==> config.mk <==
export PLATFORM = sky130hd
export DESIGN_NAME = lineEncoderTop
export DESIGN_NICKNAME = d
export VERILOG_FILES = /design/src/rtl/lineEncoderPkg.sv /design/src/rtl/lineEncoderCtl.sv /design/src/rtl/lineEncoderDp.sv /design/src/rtl/lineEncoderTop.sv
export SDC_FILE = /design/constraint.sdc
export NUM_CORES = 1
export LEC_CHECK = 0
export BUFFER_PORTS_ARGS = -buffer_cell sky130_fd_sc_hd__buf_2
export CAP_MARGIN = 20
export CORE_AREA = 2 2 39 41
export DETAILED_ROUTE_END_ITERATION = 16
export DIE_AREA = 0 0 41 43
export PLACE_DENSITY = 0.62
export SKIP_CTS_REPAIR_TIMING = 1
export SLEW_MARGIN = 0
export SYNTH_ARGS = -nofsm -noshare
export SYNTH_HDL_FRONTEND = slang
export SYNTH_HIERARCHICAL = 1
export SYNTH_SLANG_ARGS = --single-unit
==> constraint.sdc <==
create_clock -name clk -period 2.3 [get_ports clk]
set_input_delay 0.345 -clock clk [delete_from_list [all_inputs] [get_ports clk]]
set_output_delay 0.345 -clock clk [all_outputs]
set_load 0.01 [all_outputs]
==> src/rtl/lineEncoderPkg.sv <==
package lineEncoderPkg;
  localparam int MODE_W = 3;

  typedef enum logic [MODE_W-1:0] {
    MODE_NRZ    = 3'd0,
    MODE_NRZB   = 3'd1,
    MODE_NRZIM  = 3'd2,
    MODE_NRZIS  = 3'd3,
    MODE_BIM    = 3'd4,
    MODE_BIS    = 3'd5,
    MODE_BIL    = 3'd6,
    MODE_DBIL   = 3'd7
  } lineMode_e;

  typedef struct packed {
    logic      loadFirst;
    logic      loadSecond;
    lineMode_e mode;
    logic      dataBit;
  } cellCtl_t;
endpackage

==> src/rtl/lineEncoderCtl.sv <==
module lineEncoderCtl
  import lineEncoderPkg::*;
(
  input  logic                clk,
  input  logic                rst,
  input  logic                dataIn,
  input  logic                bitStrobe,
  input  logic [MODE_W-1:0]   modeSel,
  output cellCtl_t            ctl
);
  logic      halfPending;
  lineMode_e cellMode;
  logic      cellData;

  always_ff @(posedge clk) begin
    if (rst) begin
      halfPending <= 1'b0;
      cellMode    <= MODE_NRZ;
      cellData    <= 1'b0;
    end else begin
      halfPending <= bitStrobe;
      if (bitStrobe) begin
        cellMode <= lineMode_e'(modeSel);
        cellData <= dataIn;
      end
    end
  end

  always_comb begin
    ctl.loadFirst  = bitStrobe;
    ctl.loadSecond = halfPending && !bitStrobe;
    ctl.mode       = bitStrobe ? lineMode_e'(modeSel) : cellMode;
    ctl.dataBit    = bitStrobe ? dataIn : cellData;
  end

  // the second half uses the mode and bit captured in the strobe cycle
  a_r9_mode_held: assert property (@(posedge clk) disable iff (rst)
    ctl.loadSecond |-> (ctl.mode == $past(ctl.mode) && ctl.dataBit == $past(ctl.dataBit)));
endmodule

==> src/rtl/lineEncoderDp.sv <==
module lineEncoderDp
  import lineEncoderPkg::*;
#(
  parameter bit RESET_LEVEL = 1'b0
)(
  input  logic     clk,
  input  logic     rst,
  input  cellCtl_t ctl,
  output logic     lineOut
);
  logic lastMidRise;
  logic firstLevel;
  logic secondLevel;
  logic diffRise;

  // mid-cell edge direction for the differential code
  assign diffRise = ctl.dataBit ? !lastMidRise : lastMidRise;

  always_comb begin
    case (ctl.mode)
      MODE_NRZ:   firstLevel = ctl.dataBit;
      MODE_NRZB:  firstLevel = !ctl.dataBit;
      MODE_NRZIM: firstLevel = ctl.dataBit ? !lineOut : lineOut;
      MODE_NRZIS: firstLevel = ctl.dataBit ? lineOut : !lineOut;
      MODE_BIM,
      MODE_BIS:   firstLevel = !lineOut;
      MODE_BIL:   firstLevel = ctl.dataBit;
      MODE_DBIL:  firstLevel = !diffRise;
      default:    firstLevel = lineOut;
    endcase
  end

  always_comb begin
    case (ctl.mode)
      MODE_BIM:  secondLevel = ctl.dataBit ? !lineOut : lineOut;
      MODE_BIS:  secondLevel = ctl.dataBit ? lineOut : !lineOut;
      MODE_BIL,
      MODE_DBIL: secondLevel = !lineOut;
      default:   secondLevel = lineOut;
    endcase
  end

  always_ff @(posedge clk) begin
    if (rst) begin
      lineOut     <= RESET_LEVEL;
      lastMidRise <= 1'b0;
    end else if (ctl.loadFirst) begin
      lineOut <= firstLevel;
    end else if (ctl.loadSecond) begin
      lineOut <= secondLevel;
      if (ctl.mode == MODE_DBIL) lastMidRise <= !lineOut;
    end
  end

  // no strobe activity leaves the line untouched
  a_r10_idle_hold: assert property (@(posedge clk) disable iff (rst)
    (!ctl.loadFirst && !ctl.loadSecond) |=> $stable(lineOut));
  // biphase mark and space always flip at the cell start
  a_r5_bim_start_edge: assert property (@(posedge clk) disable iff (rst)
    (ctl.loadFirst && (ctl.mode == MODE_BIM || ctl.mode == MODE_BIS)) |=> (lineOut != $past(lineOut)));
  // NRZI mark flips for a one
  a_r3_nrzim_one_flips: assert property (@(posedge clk) disable iff (rst)
    (ctl.loadFirst && ctl.mode == MODE_NRZIM && ctl.dataBit) |=> (lineOut != $past(lineOut)));
  // biphase level always has a mid-cell edge
  a_r7_bil_mid_edge: assert property (@(posedge clk) disable iff (rst)
    (ctl.loadSecond && ctl.mode == MODE_BIL) |=> (lineOut != $past(lineOut)));
  // differential biphase always has a mid-cell edge
  a_r8_dbil_mid_edge: assert property (@(posedge clk) disable iff (rst)
    (ctl.loadSecond && ctl.mode == MODE_DBIL) |=> (lineOut != $past(lineOut)));
  // NRZ keeps the bit value on the line through both halves
  a_r2_nrz_level: assert property (@(posedge clk) disable iff (rst)
    ((ctl.loadFirst || ctl.loadSecond) && ctl.mode == MODE_NRZ) |=> (lineOut == $past(ctl.dataBit)));
endmodule

==> src/rtl/lineEncoderTop.sv <==
module lineEncoderTop
  import lineEncoderPkg::*;
(
  input  logic              clk,
  input  logic              rst,
  input  logic              dataIn,
  input  logic              bitStrobe,
  input  logic [2:0]        modeSel,
  output logic              lineOut
);
  cellCtl_t ctl;

  lineEncoderCtl uCtl (
    .clk       (clk),
    .rst       (rst),
    .dataIn    (dataIn),
    .bitStrobe (bitStrobe),
    .modeSel   (modeSel),
    .ctl       (ctl)
  );

  lineEncoderDp #(.RESET_LEVEL(1'b0)) uDp (
    .clk     (clk),
    .rst     (rst),
    .ctl     (ctl),
    .lineOut (lineOut)
  );
endmodule

* Yosys cells after proc, flatten, opt, wreduce, memory -nomap -nowiden
Cells that the tools add are included.
** Word-level totals
- Register bits :: 7
- Latch bits :: 0
- Memory bits (writable) :: 0
- Memory bits (read-only) :: 0
- Input port bits :: 7
- Word-level logic and storage cells :: 36
- Memories kept :: 0
** Operators by class
- Add/sub/neg operators :: 0
- Multipliers :: 0
- Divide/modulo/power cells :: 0
- Magnitude comparators :: 0
- Eq/ne operators :: 7
- Shift-type cells :: 0
- Multiplexer cells :: 9
- Bitwise gates (word level) :: 1
- Reduce and logical (&&, ||, !) cells :: 14
** Operators by type and width (count)
- $eq A3 B3 Y1 const B :: 4
- $eq A3 B2 Y1 const B :: 2
- $mux W1 :: 6
- $pmux W1 S6 :: 1
- $reduce_or A2 Y1 :: 3
- $logic_not A1 Y1 :: 5
- $reduce_bool A4 Y1 :: 1
- $eq A3 B1 Y1 const B :: 1
- $logic_not A3 Y1 :: 1
- $mux W3 :: 1
- $pmux W1 S3 :: 1
- $reduce_and A3 Y1 :: 1
- $reduce_and A2 Y1 :: 1
- $reduce_bool A2 Y1 :: 1
- $logic_and A1 B1 Y1 :: 1
- $not A1 Y1 :: 1

* Depth between registers and ports, before layout
Gate-level depths: netlist of run 1.
- Depth after elaboration :: 6
- Gate-level depth with buffers :: 6
- Depth with buffers taken out :: 5

* Hierarchy
The synthesis of run 1 kept the hierarchy.
** By module, submodules not included
- lineEncoderDp :: times used 1, cells an instance 29, area an instance 224.0 µm², seq. area each 40.0 µm²
- lineEncoderCtl :: times used 1, cells an instance 16, area an instance 202.7 µm², seq. area each 100.1 µm²

* Least setup slack after synthesis of run 1
No wires, ideal clock.
- Path kind :: input-to-reg
- Start :: input bitStrobe
- End :: register uDp.lineOut
- Setup time :: 88 ps
- Data arrival time :: 1686 ps
- Required time :: 2212 ps
- Setup slack :: 526 ps
- Stages :: 6
- Cell sequence :: mux2_2 -> buf_4 -> xor2_1 -> o211ai_1 -> mux2_1 -> a311oi_2
** On the way
- Longest elaborated chain between the ends :: 6
- Elaborated cells on any way between the ends :: 27
- Those cells by class :: 7 x eq/ne; 9 x mux; 11 x reduce/logical
** RTL lines
- start: declaration :: RTL line lineEncoderTop.sv:7 : input logic bitStrobe,
- $mux W3 :: RTL line lineEncoderCtl.sv:32 : ctl.mode = bitStrobe ? lineMode_e'(modeSel) : cellMode;
- $eq A3 B3 Y1 :: RTL line lineEncoderDp.sv:20, lineEncoderDp.sv:34
- $reduce_or A2 Y1 :: RTL line lineEncoderDp.sv:34 : case (ctl.mode)
- $pmux W1 S3 :: RTL line lineEncoderDp.sv:34
- $mux W1 :: RTL line lineEncoderDp.sv:49 : end else if (ctl.loadSecond) begin
- $mux W1 :: RTL line lineEncoderDp.sv:47 : end else if (ctl.loadFirst) begin
- end signal: assignment :: RTL line lineEncoderDp.sv:48 : lineOut <= firstLevel;
- end signal: assignment :: RTL line lineEncoderDp.sv:50 : lineOut <= secondLevel;
- end: declaration :: RTL line lineEncoderDp.sv:9 : output logic lineOut
Several ways; a longest one is shown, not always the timed one. The select of a mux whose other input is x is not followed.
A chain may end at the register's enable or synchronous reset.

==> impl_metrics.env, run 1 <==
export IMPL_status="finished clean"
export IMPL_power_mw=0.305
export IMPL_worstPathCellList="buf_2, mux2_2, xor2_1, o211ai_1, mux2_1, a311oi_2"
export IMPL_synth_top_family_by_area="simple AND/OR/NAND/NOR gates"
export IMPL_cts_sinks=7
export IMPL_worstSkewPairLatency_ns=0.25
export IMPL_critical_path_endpoint="uDp/lineOut"
export IMPL_synthesis_area_sq_um=427
export IMPL_rsz0062_at_grt="no"
export IMPL_grt_max_degree=12
export IMPL_port_buffers=7
export IMPL_layout_cells_non_filler=69
export IMPL_synthArstFlopShare_pct=0
export IMPL_postRouteAntennaNets=0
export IMPL_diodes=0
export IMPL_nets=61
export IMPL_rr_endpoint="uDp/lineOut"
export IMPL_grt_pass1_vias=313
export IMPL_fin_skew_ns=0.000765
export IMPL_synth_nets=52
export IMPL_vias_per_cell=5.22
export IMPL_rr_startpoint="uCtl/cellMode[0]"
export IMPL_ys_seq_area_share_pct=32.8
export IMPL_htreeDepth=1
export IMPL_critPathBufInv=1
export IMPL_placed_area_sq_um=455
export IMPL_grtUsageTotal_pct=11.6
export IMPL_gp_congestion=0.690
export IMPL_synthMuxAreaShare_pct=15.5
export IMPL_cp_required_ns=2.46
export IMPL_worstSetupStartpoint="bitStrobe"
export IMPL_synth_xor_area_share_pct=2.05
export IMPL_synth_cells=45
export IMPL_finish_instance_area_sq_um=482
export IMPL_ir_drop_uv=264
export IMPL_cts_root_buf="clkbuf_4"
export IMPL_die_h_microns=43
export IMPL_cellPowerDensity_nw_per_um2=633
export IMPL_wire_per_inst_microns=11.9
export IMPL_synthAdderAreaFrac_pct=0
export IMPL_final_setup_tns_ns=0
export IMPL_dieArea_sq_um=1760
export IMPL_synthSimpleGateAreaFrac_pct=25.8
export IMPL_routed_wl_microns=821
export IMPL_boundaryPins=8
export IMPL_drt_met1_wl_microns=333
export IMPL_final_hold_violation_count=0
export IMPL_row_count=14
export IMPL_crit_family="multiplexers"
export IMPL_seq_power_share_pct=43.7
export IMPL_path_max_fanout=11
export IMPL_synth_edf_count=0
export IMPL_switchingPower_mw=0.0808
export IMPL_r2r_cells=5
export IMPL_antenna_found_initial=0
export IMPL_tightest_slew_ns=0.244
export IMPL_r2r_slack_ns=0.66
export IMPL_cts_buffers=3
export IMPL_area_growth_pct=12.9
export IMPL_vias=360
export IMPL_finish_utilization_pct=34.8
export IMPL_clk_pin_slew_ns=0.05
export IMPL_worstPathArrival_ns=1.94
export IMPL_ys_flop_type="dfxtp_1"
export IMPL_avgSynthCellArea_sq_um=9.48
export IMPL_yosysWarnings=6
export IMPL_slowest_stage="mux2_2"
export IMPL_crit_type="in2reg"
export IMPL_worst_slack_ns=0.528
export IMPL_power_frac_clock_pct=36.1
export IMPL_min_delay_start="rst"
export IMPL_cp_slowest_stage_delay_ns=0.45
export IMPL_worst_path_stages=6
export IMPL_drt_iter0_drc=10
export IMPL_drv_cap=0
export IMPL_fmax_mhz=564
export IMPL_setup_violations=0
export IMPL_slew_viol_final=0
export IMPL_fin_crit_sh_pct=77.0
export IMPL_dr_pass1_iters=4
export IMPL_core_sq_um=1380
export IMPL_dpl_worst_slack_ns=0.269
export IMPL_power_internal_mw=0.224
export IMPL_placed_cells=65
export IMPL_switching_share_pct=26.5
export IMPL_initial_utilization_pct=30.8
export IMPL_drive_gt1_share_pct=30.2
export IMPL_ys_types=25
export IMPL_cts_tree="yes"
export IMPL_fin_crit_ns=1.77
export IMPL_drc=0
export IMPL_highest_layer="met3"
export IMPL_combPwrFrac_pct=20.2
export IMPL_dr_wl_met2_microns=433
export IMPL_clk_path_buf_depth=2
export IMPL_maxSlewHeadroom_pct=83.7
export IMPL_die_w_microns=41
export IMPL_synth_compound_area_share_pct=16.7
export IMPL_dr_wl_met3_microns=54
export IMPL_overflow=0
export IMPL_cp_end_kind="register"
export IMPL_whs_ns=0.368
export IMPL_crit_path_start_kind="input port"
export IMPL_grt_first_pass_wirelength_mm=1.30
export IMPL_synth_seq_cells=7
export IMPL_leakagePower_nw=0.204
export IMPL_hold_class="in2reg"
-- routing by layer --
layer	vias to the layer above	track usage [%]
met1	171	14.2
met5	-	0
met4	0	8.00
met3	0	3.14
li1	174	-
met2	15	16.6
-- cells in the mapped netlist, types with 2 or more instances --
library cell | count | area share (%)
nor2_1 | 2 | 1.8
and2b_1 | 4 | 7.0
nand2_1 | 2 | 1.8
dfxtp_1 | 7 | 33
mux2_2 | 4 | 11
a21oi_1 | 3 | 3.5
nor2b_1 | 2 | 2.9
o21ai_0 | 2 | 2.3
buf_4 | 2 | 3.5
or3_1 | 2 | 2.9
-- worst min-delay path by stage --
| stage | endpoint | slack, ns | depth (start not counted) |
|---|---|---|---|
| 6_report | uCtl/cellMode[0] | 0.37 | 2 |
| 2_1_floorplan | uCtl/cellMode[0] | 0.41 | 1 |
| 3_3_place_gp | uDp/lastMidRise | 0.48 | 2 |
| 3_5_place_dp | uDp/lastMidRise | 0.49 | 2 |
| 4_1_cts | uCtl/cellMode[0] | 0.36 | 2 |
| 5_1_grt | uCtl/cellMode[0] | 0.36 | 2 |
-- placed cells by master, fill, tap and decap left out --
cell	netlist	routed
buf_2	0	7
dfxtp_1	7	7
mux2_2	4	4
and2b_1	4	4
clkbuf_4	0	3
a21oi_1	3	3
nor2b_1	2	2
nand2_1	2	2
nor2_1	2	2
or3_1	2	2
o21ai_0	2	2
clkbuf_1	0	1
nor2b_4	1	1
a2bb2oi_1	1	1
inv_1	1	1
a211o_1	1	1
mux2i_1	1	1
nand3_1	1	1
nand2b_1	1	1
or3b_1	1	1
a31oi_1	1	1
xor2_1	1	1
o211ai_1	1	1
mux2_1	1	1
a311oi_2	1	1
nand4_1	1	1
-- registers in the layout, indices dropped and copies added, names as in the netlist --
register / flops
uCtl/cellData: 1
uCtl/cellMode: 3
uCtl/halfPending: 1
uDp/lastMidRise: 1
uDp/lineOut: 1
-- power groups by stage --
stage                     Clock (mW)  Combinational (mW)  Sequential (mW)
after floorplan                    0              0.0492            0.135
after global placement             0              0.0598            0.135
after detailed placement           0              0.0610            0.136
after CTS                      0.116              0.0615            0.133
after global routing           0.124              0.0669            0.134
final                          0.110              0.0617            0.133
-- final cells by class --
type	instances	area, sq um
fillers	138	902
multi-input cells	34	256
flip-flops and latches	7	140
repair buffers	7	35.0
clock buffers	4	26.3
well taps	16	20.0
inverters	1	3.75
-- logic make-up (layout without fill, tap and decap cells) --
group,after synthesis,count (layout)
DFF,7,7
xor gates and xnor gates,1,1
and+or+nand+nor,17,17
AOI/OAI and AO/OA,10,10
muxes,6,6
buffers and inverters,4,12
(Power assumes the default switching activity.)
==> run 2: changes to the inputs <==
--- a/config.mk
+++ b/config.mk
@@ -5,12 +5,13 @@
 export SDC_FILE = /design/constraint.sdc
 export NUM_CORES = 1
 export LEC_CHECK = 0
+export ABC_AREA = 1
 export BUFFER_PORTS_ARGS = -buffer_cell sky130_fd_sc_hd__buf_2
 export CAP_MARGIN = 20
 export CORE_AREA = 2 2 39 41
 export DETAILED_ROUTE_END_ITERATION = 16
 export DIE_AREA = 0 0 41 43
-export PLACE_DENSITY = 0.62
+export PLACE_DENSITY = 0.67
 export SKIP_CTS_REPAIR_TIMING = 1
 export SLEW_MARGIN = 0
 export SYNTH_ARGS = -nofsm -noshare
==> constraint.sdc (replaced) <==
create_clock -name clk -period 1.66 [get_ports clk]
set_input_delay 0.249 -clock clk [delete_from_list [all_inputs] [get_ports clk]]
set_output_delay 0.249 -clock clk [all_outputs]
set_load 0.01 [all_outputs]
==> run 2 against run 1 <==
Global-route usage is 1.8 points higher. Clock-buffer cell count stayed put. Utilization is 5.2 points higher. Via count is 38% higher. Critical endpoint unchanged. Largest cell class unchanged. Largest power group unchanged. Highest routed layer unchanged.
==> impl_metrics.env, run 2 <==
export IMPL_status="finished clean"
export IMPL_synth_edf_count=0
export IMPL_grt_max_degree=11
export IMPL_yosysMostFrequentCell="nand2_1"
export IMPL_final_setup_tns_ns=0
export IMPL_layout_commonest_cell="nand2_1"
export IMPL_dpl_hpwl_microns=698
export IMPL_boundaryPins=8
export IMPL_drive_gt1_share_pct=16.2
export IMPL_critical_path_endpoint="uDp/lineOut"
export IMPL_worstSkewPairLatency_ns=0.25
export IMPL_postRouteAntennaNets=0
export IMPL_area_growth_pct=12.8
export IMPL_dr_pass1_iters=4
export IMPL_rsz0062_at_grt="no"
export IMPL_final_hold_violation_count=0
export IMPL_rr_startpoint="uCtl/cellMode[1]"
export IMPL_wire_per_inst_microns=7.71
export IMPL_synthArstFlopShare_pct=0
export IMPL_yosys_top_cells_area="dfxtp_1 29%, nand2_1 26%, inv_1 15%, nor2_1 8.4%, nor2_2 2.6%"
export IMPL_maxSlewHeadroom_pct=84.5
export IMPL_synth_seq_cells=7
export IMPL_port_buffers=7
export IMPL_vias=497
export IMPL_worstPathArrival_ns=1.47
export IMPL_antenna_found_initial=0
export IMPL_vias_per_cell=4.32
export IMPL_combPwrFrac_pct=24.9
export IMPL_yosysTopAreaCellShare_pct=28.6
export IMPL_power_frac_clock_pct=33.7
export IMPL_cts_tree="yes"
export IMPL_clk_path_buf_depth=2
export IMPL_mostFrequentLayoutCells="34 x nand2_1, 20 x inv_1, 11 x nor2_1"
export IMPL_top_register="uCtl/cellMode"
export IMPL_worst_slack_ns=0.319
export IMPL_slew_viol_final=0
export IMPL_gp_congestion=0.827
export IMPL_ys_seq_area_share_pct=28.6
export IMPL_drt_iter0_drc=9
export IMPL_tightest_slew_ns=0.233
export IMPL_row_count=14
export IMPL_setup_violations=0
export IMPL_switchingPower_mw=0.135
export IMPL_rr_endpoint="uDp/lineOut"
export IMPL_die_h_microns=43
export IMPL_avgSynthCellArea_sq_um=5.45
export IMPL_worstSetupStartpoint="uCtl/cellMode[1]"
export IMPL_r2r_slack_ns=0.32
export IMPL_initial_utilization_pct=35.4
export IMPL_fin_crit_sh_pct=80.8
export IMPL_finish_utilization_pct=40.0
export IMPL_synth_cells=90
export IMPL_crit_path_start_kind="register"
export IMPL_nets=107
export IMPL_crit_type="reg2reg"
export IMPL_switching_share_pct=30.6
export IMPL_overflow=0
export IMPL_largest_reg_flops=3
export IMPL_drc=0
export IMPL_cts_buffers=3
export IMPL_htreeDepth=1
export IMPL_clk_pin_slew_ns=0.05
export IMPL_dpl_worst_slack_ns=0.118
export IMPL_leakagePower_nw=0.326
export IMPL_grtUsageTotal_pct=13.4
export IMPL_ir_drop_uv=517
export IMPL_yosysWarnings=6
export IMPL_power_internal_mw=0.308
export IMPL_drv_cap=0
export IMPL_yosysTopAreaCell="dfxtp_1"
export IMPL_hold_class="in2reg"
export IMPL_die_w_microns=41
export IMPL_ys_types=17
export IMPL_cts_root_buf="clkbuf_4"
export IMPL_seq_power_share_pct=41.4
export IMPL_yosys_top_cells_count="34 x nand2_1, 20 x inv_1, 11 x nor2_1"
export IMPL_cts_sinks=7
export IMPL_synthesis_area_sq_um=490
export IMPL_cellPowerDensity_nw_per_um2=801
export IMPL_synth_nets=97
export IMPL_grt_first_pass_wirelength_mm=1.64
export IMPL_path_max_fanout=8
export IMPL_diodes=0
export IMPL_routed_wl_microns=887
export IMPL_core_sq_um=1380
export IMPL_ys_flop_type="dfxtp_1"
export IMPL_cp_required_ns=1.79
export IMPL_dieArea_sq_um=1760
export IMPL_grt_pass1_vias=450
export IMPL_fin_crit_ns=1.34
export IMPL_r2r_cells=13
export IMPL_fin_skew_ns=0.00660
export IMPL_cp_end_kind="register"
export IMPL_min_delay_path_depth=2
export IMPL_fmax_mhz=746
==> run 2: critical path: stages, from the launching register on <==
cell and delay (ns):
dfxtp_1 0.31, inv_1 0.03, nand2_1 0.04, nand2_1 0.07, inv_1 0.20, inv_1 0.09, nand2_1 0.09, nand2_1 0.05
nand2_1 0.05, nand2_1 0.05, nor2_1 0.08, nand2_1 0.06, nand2_1 0.07, a21oi_2 0.05
==> run 2: per-stage QoR <==
step / hold slack [ns] / std cells / cell area [sq um] / total power [mW]
2_1_floorplan: 0.311 / 90 / 490 / 0.274
3_3_place_gp: 0.519 / 111 / 527 / 0.297
3_5_place_dp: 0.517 / 111 / 527 / 0.297
4_1_cts: 0.257 / 115 / 553 / 0.450
5_1_grt: 0.256 / 115 / 553 / 0.482
6_report: 0.260 / 115 / 553 / 0.443
==> run 2: power by group through the flow <==
stage | sequential (mW) | clock, mW | combinational (mW)
3_3_place_gp | 0.187 | 0 | 0.110
6_report | 0.183 | 0.149 | 0.110
3_5_place_dp | 0.187 | 0 | 0.110
2_1_floorplan | 0.187 | 0 | 0.0869
4_1_cts | 0.183 | 0.156 | 0.111
5_1_grt | 0.184 | 0.167 | 0.131
==> run 2: worst min path at each step <==
stage,end,from,slack [ns]
after CTS,uCtl/cellMode[1],rst,0.26
after floorplan,uDp/lineOut,rst,0.31
after detailed placement,uDp/lineOut,rst,0.52
after global routing,uCtl/cellMode[1],rst,0.26
after global placement,uDp/lineOut,rst,0.52
final,uCtl/cellMode[1],rst,0.26
==> run 2: logic make-up (layout without fill, tap and decap cells) <==
family / after synthesis / count (layout) / share of synthesized area [%]
flip-flops: 7 / 7 / 28.6
buffers and inverters: 24 / 33 / 20.7
AND/OR/NAND/NOR: 53 / 53 / 43.6
AO/OA/AOI/OAI: 6 / 6 / 7.14
==> run 2: layer usage <==
metal  track usage (%)  wire length [microns]  vias to the layer above
li1                  -                      -                      278
met1              15.8                    438                      207
met5                 0                      0                        -
met4              4.00                      0                        0
met3              6.28                     38                        0
met2              20.6                    411                       12
==> run 2: final cells by class <==
| cell class | instances | area (sq um) |
|---|---|---|
| fillers | 147 | 831 |
| flip-flops and latches | 7 | 140 |
| repair buffers | 7 | 35.0 |
| clock buffers | 4 | 26.3 |
| multi-input cells | 59 | 249 |
| well taps | 16 | 20.0 |
| inverters | 22 | 82.6 |
